==> config.mk <==
export PLATFORM = sky130hd
export DESIGN_NAME = gctl_regbank
export DESIGN_NICKNAME = d
export VERILOG_FILES = /design/src/rtl/gctl_pkg.sv /design/src/rtl/gctl_owner.sv /design/src/rtl/gctl_xstat.sv /design/src/rtl/gctl_notify.sv /design/src/rtl/gctl_regbank.sv
export SDC_FILE = /design/constraint.sdc
export NUM_CORES = 1
export LEC_CHECK = 0
export BUFFER_PORTS_ARGS = -buffer_cell sky130_fd_sc_hd__buf_2
export CAP_MARGIN = 15
export CORE_UTILIZATION = 54
export DETAILED_ROUTE_END_ITERATION = 8
export GPL_TIMING_DRIVEN = 0
export PLACE_DENSITY = 0.9
export SLEW_MARGIN = 0
export SYNTH_ARGS = -nofsm -noshare
export SYNTH_HDL_FRONTEND = slang
export SYNTH_HIERARCHICAL = 1
export SYNTH_SLANG_ARGS = --single-unit
==> constraint.sdc <==
create_clock -name clk -period 3.96 [get_ports clk]
set_clock_uncertainty 0.1 [all_clocks]
set_input_delay 1.188 -clock clk [delete_from_list [all_inputs] [get_ports clk]]
set_output_delay 1.188 -clock clk [all_outputs]
set_load 0.05 [all_outputs]
==> src/rtl/gctl_pkg.sv <==
package gctl_pkg;

  typedef enum logic [1:0] {
    OP_RD    = 2'd0,
    OP_WR    = 2'd1,
    OP_CSWAP = 2'd2,
    OP_RSVD  = 2'd3
  } bus_op_e;

  localparam logic [63:0] OWNER_NONE = 64'hFFFF_0000_0000_0000;
  localparam logic [15:0] CSEL_RESET = 16'h020C;

  // quadlet addresses
  localparam int QA_OWN_HI = 0;
  localparam int QA_OWN_LO = 1;
  localparam int QA_NOTE   = 2;
  localparam int QA_CSEL   = 3;
  localparam int QA_EN     = 4;
  localparam int QA_STAT   = 5;
  localparam int QA_XSTAT  = 6;

  // notification bit positions
  localparam int NB_RX      = 0;
  localparam int NB_TX      = 1;
  localparam int NB_CURLOCK = 4;
  localparam int NB_CSEL    = 5;
  localparam int NB_XSTAT   = 6;

  localparam int SLIP_LSB = 16;

endpackage

==> src/rtl/gctl_owner.sv <==
module gctl_owner
  import gctl_pkg::*;
(
  input  logic        clk,
  input  logic        rst,
  input  logic        bus_reset,
  input  logic        swap_en,
  input  logic [63:0] cmp_val,
  input  logic [63:0] new_val,
  output logic [63:0] owner_q
);
  always_ff @(posedge clk) begin
    if (rst || bus_reset) begin
      owner_q <= OWNER_NONE;
    end else if (swap_en && (owner_q == cmp_val)) begin
      owner_q <= new_val;
    end
  end
endmodule

==> src/rtl/gctl_xstat.sv <==
module gctl_xstat #(
  parameter int NSRC = 11
) (
  input  logic            clk,
  input  logic            rst,
  input  logic [NSRC-1:0] lock_in,
  input  logic [NSRC-1:0] slip_in,
  input  logic            rd_clr,
  output logic [NSRC-1:0] lock_q,
  output logic [NSRC-1:0] slip_q,
  output logic            lock_chg
);
  assign lock_chg = (lock_in != lock_q);

  always_ff @(posedge clk) begin
    if (rst) lock_q <= '0;
    else     lock_q <= lock_in;
  end

  for (genvar i = 0; i < NSRC; i++) begin : g_slip
    always_ff @(posedge clk) begin
      if (rst) slip_q[i] <= 1'b0;
      else     slip_q[i] <= (slip_q[i] & ~rd_clr) | slip_in[i];
    end
  end
endmodule

==> src/rtl/gctl_notify.sv <==
module gctl_notify
  import gctl_pkg::*;
#(
  parameter int EW = 32
) (
  input  logic          clk,
  input  logic          rst,
  input  logic          bus_reset,
  input  logic [EW-1:0] events,
  input  logic [63:0]   owner,
  input  logic          ack,
  output logic [EW-1:0] notif_q,
  output logic          req_q,
  output logic [EW-1:0] word_q,
  output logic [63:0]   addr_q
);
  logic any_ev;
  logic owned;

  assign any_ev = |events;
  assign owned  = (owner != OWNER_NONE);

  always_ff @(posedge clk) begin
    if (rst) begin
      notif_q <= '0;
      req_q   <= 1'b0;
      word_q  <= '0;
      addr_q  <= '0;
    end else begin
      if (any_ev) notif_q <= events;
      if (bus_reset) begin
        req_q <= 1'b0;
      end else if (any_ev && owned) begin
        req_q  <= 1'b1;
        word_q <= events;
        addr_q <= owner;
      end else if (req_q && ack) begin
        req_q <= 1'b0;
      end
    end
  end
endmodule

==> src/rtl/gctl_regbank.sv <==
module gctl_regbank
  import gctl_pkg::*;
#(
  parameter int AW   = 4,
  parameter int NSRC = 11
) (
  input  logic            clk,
  input  logic            rst,
  input  logic            bus_reset,
  input  logic            req_valid,
  input  logic [1:0]      req_op,
  input  logic [AW-1:0]   req_addr,
  input  logic [63:0]     req_wdata,
  input  logic [63:0]     req_cmp,
  output logic            rsp_valid,
  output logic            rsp_err,
  output logic [63:0]     rsp_rdata,
  input  logic [NSRC-1:0] src_lock,
  input  logic [NSRC-1:0] src_slip,
  input  logic            cur_lock,
  input  logic [7:0]      cur_rate,
  input  logic            cfg_rx_chg,
  input  logic            cfg_tx_chg,
  output logic [15:0]     clk_select,
  output logic            stream_en,
  output logic            ntf_req,
  input  logic            ntf_ack,
  output logic [63:0]     ntf_addr,
  output logic [31:0]     ntf_word
);
  localparam int EW = 32;
  localparam logic [AW-1:0] A_OWN_HI = AW'(QA_OWN_HI);
  localparam logic [AW-1:0] A_OWN_LO = AW'(QA_OWN_LO);
  localparam logic [AW-1:0] A_NOTE   = AW'(QA_NOTE);
  localparam logic [AW-1:0] A_CSEL   = AW'(QA_CSEL);
  localparam logic [AW-1:0] A_EN     = AW'(QA_EN);
  localparam logic [AW-1:0] A_STAT   = AW'(QA_STAT);
  localparam logic [AW-1:0] A_XSTAT  = AW'(QA_XSTAT);

  logic            is_rd, is_wr, is_cs;
  logic            rd_ok, wr_csel, wr_en, cs_ok, bad;
  logic [63:0]     owner_q;
  logic [NSRC-1:0] lock_q, slip_q;
  logic            lock_chg;
  logic            cur_q, cur_chg;
  logic [EW-1:0]   events;
  logic [EW-1:0]   notif_q;
  logic [31:0]     xstat_w, stat_w;
  logic [63:0]     rd_word;

  // request decode
  assign is_rd   = req_valid && (req_op == OP_RD);
  assign is_wr   = req_valid && (req_op == OP_WR);
  assign is_cs   = req_valid && (req_op == OP_CSWAP);
  assign rd_ok   = is_rd && (req_addr <= A_XSTAT);
  assign wr_csel = is_wr && (req_addr == A_CSEL);
  assign wr_en   = is_wr && (req_addr == A_EN);
  assign cs_ok   = is_cs && (req_addr == A_OWN_HI);
  assign bad     = req_valid && !(rd_ok || wr_csel || wr_en || cs_ok);

  gctl_owner u_owner (
    .clk       (clk),
    .rst       (rst),
    .bus_reset (bus_reset),
    .swap_en   (cs_ok),
    .cmp_val   (req_cmp),
    .new_val   (req_wdata),
    .owner_q   (owner_q)
  );

  gctl_xstat #(.NSRC(NSRC)) u_xstat (
    .clk      (clk),
    .rst      (rst),
    .lock_in  (src_lock),
    .slip_in  (src_slip),
    .rd_clr   (is_rd && (req_addr == A_XSTAT)),
    .lock_q   (lock_q),
    .slip_q   (slip_q),
    .lock_chg (lock_chg)
  );

  // current-source lock tracking
  assign cur_chg = (cur_lock != cur_q);
  always_ff @(posedge clk) begin
    if (rst) cur_q <= 1'b0;
    else     cur_q <= cur_lock;
  end

  // event collection
  always_comb begin
    events             = '0;
    events[NB_RX]      = cfg_rx_chg;
    events[NB_TX]      = cfg_tx_chg;
    events[NB_CURLOCK] = cur_chg;
    events[NB_CSEL]    = wr_csel;
    events[NB_XSTAT]   = lock_chg;
  end

  gctl_notify #(.EW(EW)) u_notify (
    .clk       (clk),
    .rst       (rst),
    .bus_reset (bus_reset),
    .events    (events),
    .owner     (owner_q),
    .ack       (ntf_ack),
    .notif_q   (notif_q),
    .req_q     (ntf_req),
    .word_q    (ntf_word),
    .addr_q    (ntf_addr)
  );

  // control registers
  always_ff @(posedge clk) begin
    if (rst) begin
      clk_select <= CSEL_RESET;
    end else if (wr_csel) begin
      clk_select <= req_wdata[15:0];
    end
  end

  always_ff @(posedge clk) begin
    if (rst || bus_reset) begin
      stream_en <= 1'b0;
    end else if (wr_en) begin
      stream_en <= |req_wdata[31:0];
    end
  end

  // status words
  always_comb begin
    stat_w        = '0;
    stat_w[0]     = cur_q;
    stat_w[15:8]  = cur_rate;
    xstat_w                    = '0;
    xstat_w[NSRC-1:0]          = lock_q;
    xstat_w[SLIP_LSB +: NSRC]  = slip_q;
  end

  // read mux
  always_comb begin
    rd_word = '0;
    if (is_cs) begin
      rd_word = owner_q;
    end else if (rd_ok) begin
      unique case (req_addr)
        A_OWN_HI: rd_word[31:0] = owner_q[63:32];
        A_OWN_LO: rd_word[31:0] = owner_q[31:0];
        A_NOTE:   rd_word[31:0] = notif_q;
        A_CSEL:   rd_word[31:0] = {16'h0, clk_select};
        A_EN:     rd_word[31:0] = {31'h0, stream_en};
        A_STAT:   rd_word[31:0] = stat_w;
        A_XSTAT:  rd_word[31:0] = xstat_w;
        default:  rd_word       = '0;
      endcase
    end
  end

  // registered response
  always_ff @(posedge clk) begin
    if (rst) begin
      rsp_valid <= 1'b0;
      rsp_err   <= 1'b0;
      rsp_rdata <= '0;
    end else begin
      rsp_valid <= req_valid;
      rsp_err   <= bad;
      rsp_rdata <= bad ? 64'h0 : rd_word;
    end
  end

endmodule

# Word level (Yosys, flattened, before mapping)
# Index checks and enable logic that the tools add are counted.
[word_totals]
reg_bits = 245
inputBits = 172
ram_bits = 0
mem_bits_ro = 0
memories = 0
latchBits = 0
[classes]
mul = 0
muxes = 5
addsub = 0
div_mod_pow = 0
order_cmp = 1
n_reduce_logical = 25
bitwise_logic = 24
shifts = 0
eq_ne = 12
[ops]
columns = ["op", "n"]
rows = [
  ["$pmux 32 s7", 1],
  ["$eq 64x64->1", 1],
  ["$mux 64", 1],
  ["$ne 64x64->1 const B", 1],
  ["$mux 32", 1],
  ["$reduce_or 32->1", 1],
  ["$eq 4x3->1 const B", 3],
  ["$logic_and 1x1->1", 12],
  ["$and 1x1->1", 11],
  ["$ne 11x11->1", 1],
  ["$or 1x1->1", 11],
  ["$eq 4x2->1 const B", 2],
  ["$reduce_or 5->1", 1],
  ["$eq 4x1->1 const B", 1],
  ["$le 4x3->1 const B", 1],
  ["$logic_not 4->1", 1],
  ["$logic_or 1x1->1", 4],
  ["$reduce_or 2->1", 2],
  ["$eq 2x1->1 const B", 1],
  ["$eq 2x2->1 const B", 1],
  ["$logic_not 2->1", 1],
  ["$mux 1", 2],
  ["$not 1->1", 2],
  ["$reduce_and 2->1", 1],
  ["3 further kinds", 3],
]

# Longest topological paths before layout
[logic_depth]
word_depth = 9
depth_mapped = 13
depth_no_buf = 8

# Hierarchy
# The synthesis kept the hierarchy.
[modules_own_cells]
columns = ["module", "seq_area_each_um2", "n_inst", "cells_each", "area_per_inst_um2"]
rows = [
  ["gctl_notify", 2582.5, 1, 556, 5457.7],
  ["gctl_regbank", 1681.6, 1, 431, 3942.5],
  ["gctl_owner", 1281.2, 1, 402, 3383.2],
  ["gctl_xstat", 440.4, 1, 74, 743.2],
]

# Worst setup path after synthesis
# Ideal clock, no wire load.
[synth_path]
path_kind = "input to register"
from = "input req_addr[0]"
to = "register u_notify.addr_q[54]"
path_buffers = 6
cell_stages = 13
slack_ns = 0.497
setup_ns = 0.120
arrival_ns = 3.244
path_cell_list = "buf_2 -> buf_4 -> nand4_1 -> clkinv_1 -> buf_4 -> nor4_1 -> nand4_1 -> nor2_1 -> nor3_1 -> buf_2 -> buf_6 -> buf_6 -> mux2i_1"
[synth_via]
elab_chain_len = 5
[synth_lines]
columns = ["item", "line", "rtl"]
rows = [
  ["start, declared", "gctl_regbank.sv:12", "input logic [AW-1:0] req_addr,"],
  ["$eq 4x2->1", "gctl_regbank.sv:56", "assign wr_csel = is_wr && (req_addr == A_CSEL);"],
  ["$logic_and 1x1->1", "gctl_regbank.sv:56", ""],
  ["named net wr_csel", "gctl_regbank.sv:41", "logic rd_ok, wr_csel, wr_en, cs_ok, bad;"],
  ["$reduce_or 5->1", "gctl_notify.sv:20", "assign any_ev = |events;"],
  ["$logic_and 1x1->1", "gctl_notify.sv:33", "end else if (any_ev && owned) begin"],
  ["$reduce_and 2->1 (no source line)", "n/a", ""],
  ["end signal, assigned", "gctl_notify.sv:36", "addr_q <= owner;"],
  ["end, declared", "gctl_notify.sv:15", "output logic [63:0] addr_q"],
]
# The timed path passes the listed nets, and every way through them passes these cells.
# A chain may end at the register's enable or synchronous reset.

# Final worst setup path
# Ends and elaborated chain as after synthesis.

==> impl_metrics.py <==
metrics = {
    "outcome": {
        "status": "finished clean",
    },
    "yosys": {
        "ys_types": 73,
        "async_flop_share": 0,
        "synth.area.top_cells": "dfxtp_1 (44%), nand2b_1 (9.2%), mux2i_1 (7.9%)",
        "syn_inst": 1463,
        "syn_avg_cell_area_um2": 9.246,
        "ys_ff_latch": 299,
        "synthTopCellsByCount": "dfxtp_1 (299), nand2b_1 (199), a21oi_1 (122)",
        "synth_top_area_share": 0.4425,
        "post-synth-top-count-cell": "dfxtp_1",
        "ys_seq_area_frac": 0.4425,
        "synth_area_um2": 13530,
        "synth-edff-count": 0,
        "ys_warn_count": 6,
        "synth_area_leader_cell": "dfxtp_1",
        "synth_ff_type": "dfxtp_1",
    },
    "detailed_routing": {
        "wirelength_um": 51230,
        "post_drt_wl_per_cell_um": 22.51,
        "first_iter_violations": 1956,
        "first_pass_iters": 8,
        "vias": 13300,
        "drcViolationCount": 0,
        "post_drt_via_cell_ratio": 5.842,
        "drtAntennaViolNets": 0,
    },
    "sta": {
        "slew_violations": 0,
        "hold_viol_final": 0,
        "fmaxAchievable_mhz": 273.3,
        "period_share": 0.9240,
        "relSlewSlack": 0.2924,
        "fin_crit_ns": 3.659,
        "rsz0062_at_grt": "no",
        "fin_tns_setup_ns": 0,
        "worstMarginPinSlew_ns": 1.061,
        "finalSetupViolations": 0,
    },
    "finish": {
        "fin_util": 0.6996,
        "design_area_um2": 17110,
        "drive_gt1_frac": 0.2565,
        "fillers": 1867,
        "nets": 2099,
        "final_cells": 2276,
        "multi_input_area_um2": 7102,
        "area_growth_pct": 26.51,
        "seq_area_um2": 5986,
    },
    "critical_path": {
        "path_cells": "buf_2, buf_2, buf_4, nand4_1, buf_4, clkinv_1, buf_4, nor4_1, nand4_1, nor2_2, nor3_1, buf_2, buf_6, buf_6, mux2i_1",
        "cp_top_family": "buffers and inverters",
        "critPathRequiredTime_ns": 4.34,
        "cp_slowest_cell": "nor2_2",
        "path_buf_inv": 9,
        "critPathLaunchType": "input port",
        "cp_slowest_stage_delay_ns": 0.37,
        "crit_arrival_ns": 4.04,
        "path_max_fanout": 12,
        "crit_type": "in2reg",
        "end_kind": "flop",
    },
    "clock_tree": {
        "h-tree-depth": 1,
        "cts-root-buf": "clkbuf_16",
        "cts_buffers": 31,
        "ctsHoldBuffers": 0,
        "cts_tree": "built",
        "clkTransAtPathRegs_ns": 0.06,
        "cts_buffer_depth": 3,
        "clock_sinks": 299,
        "clk_latency_ns": 0.57,
    },
    "floorplanning": {
        "die_x_um": 160.3,
        "dieArea_um2": 25690,
        "std_cell_rows": 57,
        "initial_utilization": 0.5530,
        "core_area_um2": 24460,
        "die_y_um": 160.3,
        "io_pins": 352,
    },
    "placed_design": {
        "placed_area_um2": 15980,
        "dp_hpwl_um": 38580,
        "port_buffers": 349,
        "dp_cells": 2216,
        "gp_congestion": 0.9545,
    },
    "global_route": {
        "grt_antenna_before_repair": 4,
        "grt_usage": 0.3866,
        "grt_first_pass_wirelength_um": 75730,
        "overflow": 0,
        "grt_max_degree": 16,
        "grt_pass1_vias": 12850,
    },
    "power": {
        "vdd_drop_max_uv": 270.3,
        "p_leak_uw": 0.006990,
        "p_per_area_nw_per_um2": 390.9,
    },
    "flow_run": {
        "cap_violations": 0,
    },
    "hold_path": {
        "hold_path.class": "reg2reg",
    },
}
-- tightest hold or removal path: stages (launching register included) --
cell and delay, ns:
dfxtp_1 0.31, nand2b_1 0.06, mux2i_1 0.05
-- stage by stage --
| step | setup WS, ns | power, uW | hold slack [ns] |
|---|---|---|---|
| after floorplan | 0.4965 | 3375 | 0.3504 |
| after global placement | -0.4141 | 3574 | 0.3554 |
| after detailed placement | -0.5569 | 3582 | 0.3623 |
| after CTS | 0.07850 | 6680 | 0.3708 |
| after global routing | 0.1671 | 6853 | 0.3829 |
| final | 0.3011 | 6689 | 0.3706 |
-- layout make-up --
cell class                      instances  share of cell area
Multi-Input combinational cell       1118              0.4150
Tap cell                              324             0.02369
Timing Repair Buffer                  351              0.1029
Clock inverter                         11             0.01133
Buffer                                109             0.03963
Inverter                               17            0.003729
Sequential cell                       299              0.3498
Clock buffer                           44             0.05345
Antenna cell                            3           0.0004387
-- layout by cell type (no fill, tap or decap), types with 44 or more instances in the layout --
cell / n
nand3_1: 93
clkbuf_1: 54
nor2_1: 56
buf_2: 372
mux2i_1: 107
dfxtp_1: 299
a21oi_1: 122
xnor2_1: 44
conb_1: 81
o21ai_0: 76
nand2_1: 49
nand2b_1: 199
-- cells by family after synthesis --
kind of cell,synth area share
multiplexers,0.08168
XOR/XNOR,0.03820
AND/OR/NAND/NOR,0.2527
buffers and inverters,0.05485
flip-flops,0.4425
AO/OA/AOI/OAI,0.1298
other,0.0002772
-- metal layers --
| layer | vias up | wire, um | global-route usage |
|---|---|---|---|
| met1 | 6178 | 18810 | 0.4732 |
| met5 | - | 26 | 0 |
| li1 | 5949 | - | - |
| met3 | 206 | 5830 | 0.07325 |
| met2 | 959 | 23370 | 0.6320 |
| met4 | 4 | 3189 | 0.2312 |
-- final timing paths --
check / cells after the start / slack, ns / endpoint / start
worst max-delay path: 15 / 0.30 / u_notify/addr_q[54]$_SDFFE_PP0P_ / req_addr[0]
worst min-delay path: 2 / 0.37 / u_notify/word_q[13]$_SDFFE_PP0P_ / u_notify/word_q[13]$_SDFFE_PP0P_
worst max register to register: 8 / 0.95 / u_owner/owner_q[32]$_SDFFE_PP0P_ / u_owner/owner_q[47]$_SDFFE_PP0P_
worst min register to register: 2 / 0.37 / u_notify/word_q[13]$_SDFFE_PP0P_ / u_notify/word_q[13]$_SDFFE_PP0P_
-- registers in the layout, indices dropped and copies added, names as in the netlist --
signal            flops
stream_en             1
u_notify/addr_q      64
rsp_rdata            64
u_notify/word_q      32
u_notify/notif_q     32
clk_select           16
u_xstat/lock_q       11
u_owner/owner_q      64
u_xstat/slip_q       11
u_notify/req_q        1
rsp_err               1
rsp_valid             1
cur_q                 1
-- what timing repair did --
item / 4_1_cts / 5_1_grt
gates resized for setup: 1 / 0
setup buffers: 0 / 2
endpoints found under the setup margin: 1 / 41
pin swaps: 0 / 1
-- power breakdown --
part	switching [uW]	total (uW)	internal (uW)	leakage, uW
Clock	1230	3150	1920	0.000543
Combinational	277	473	196	0.00402
Sequential	22.5	3070	3040	0.00242
(Power assumes the default switching activity.)
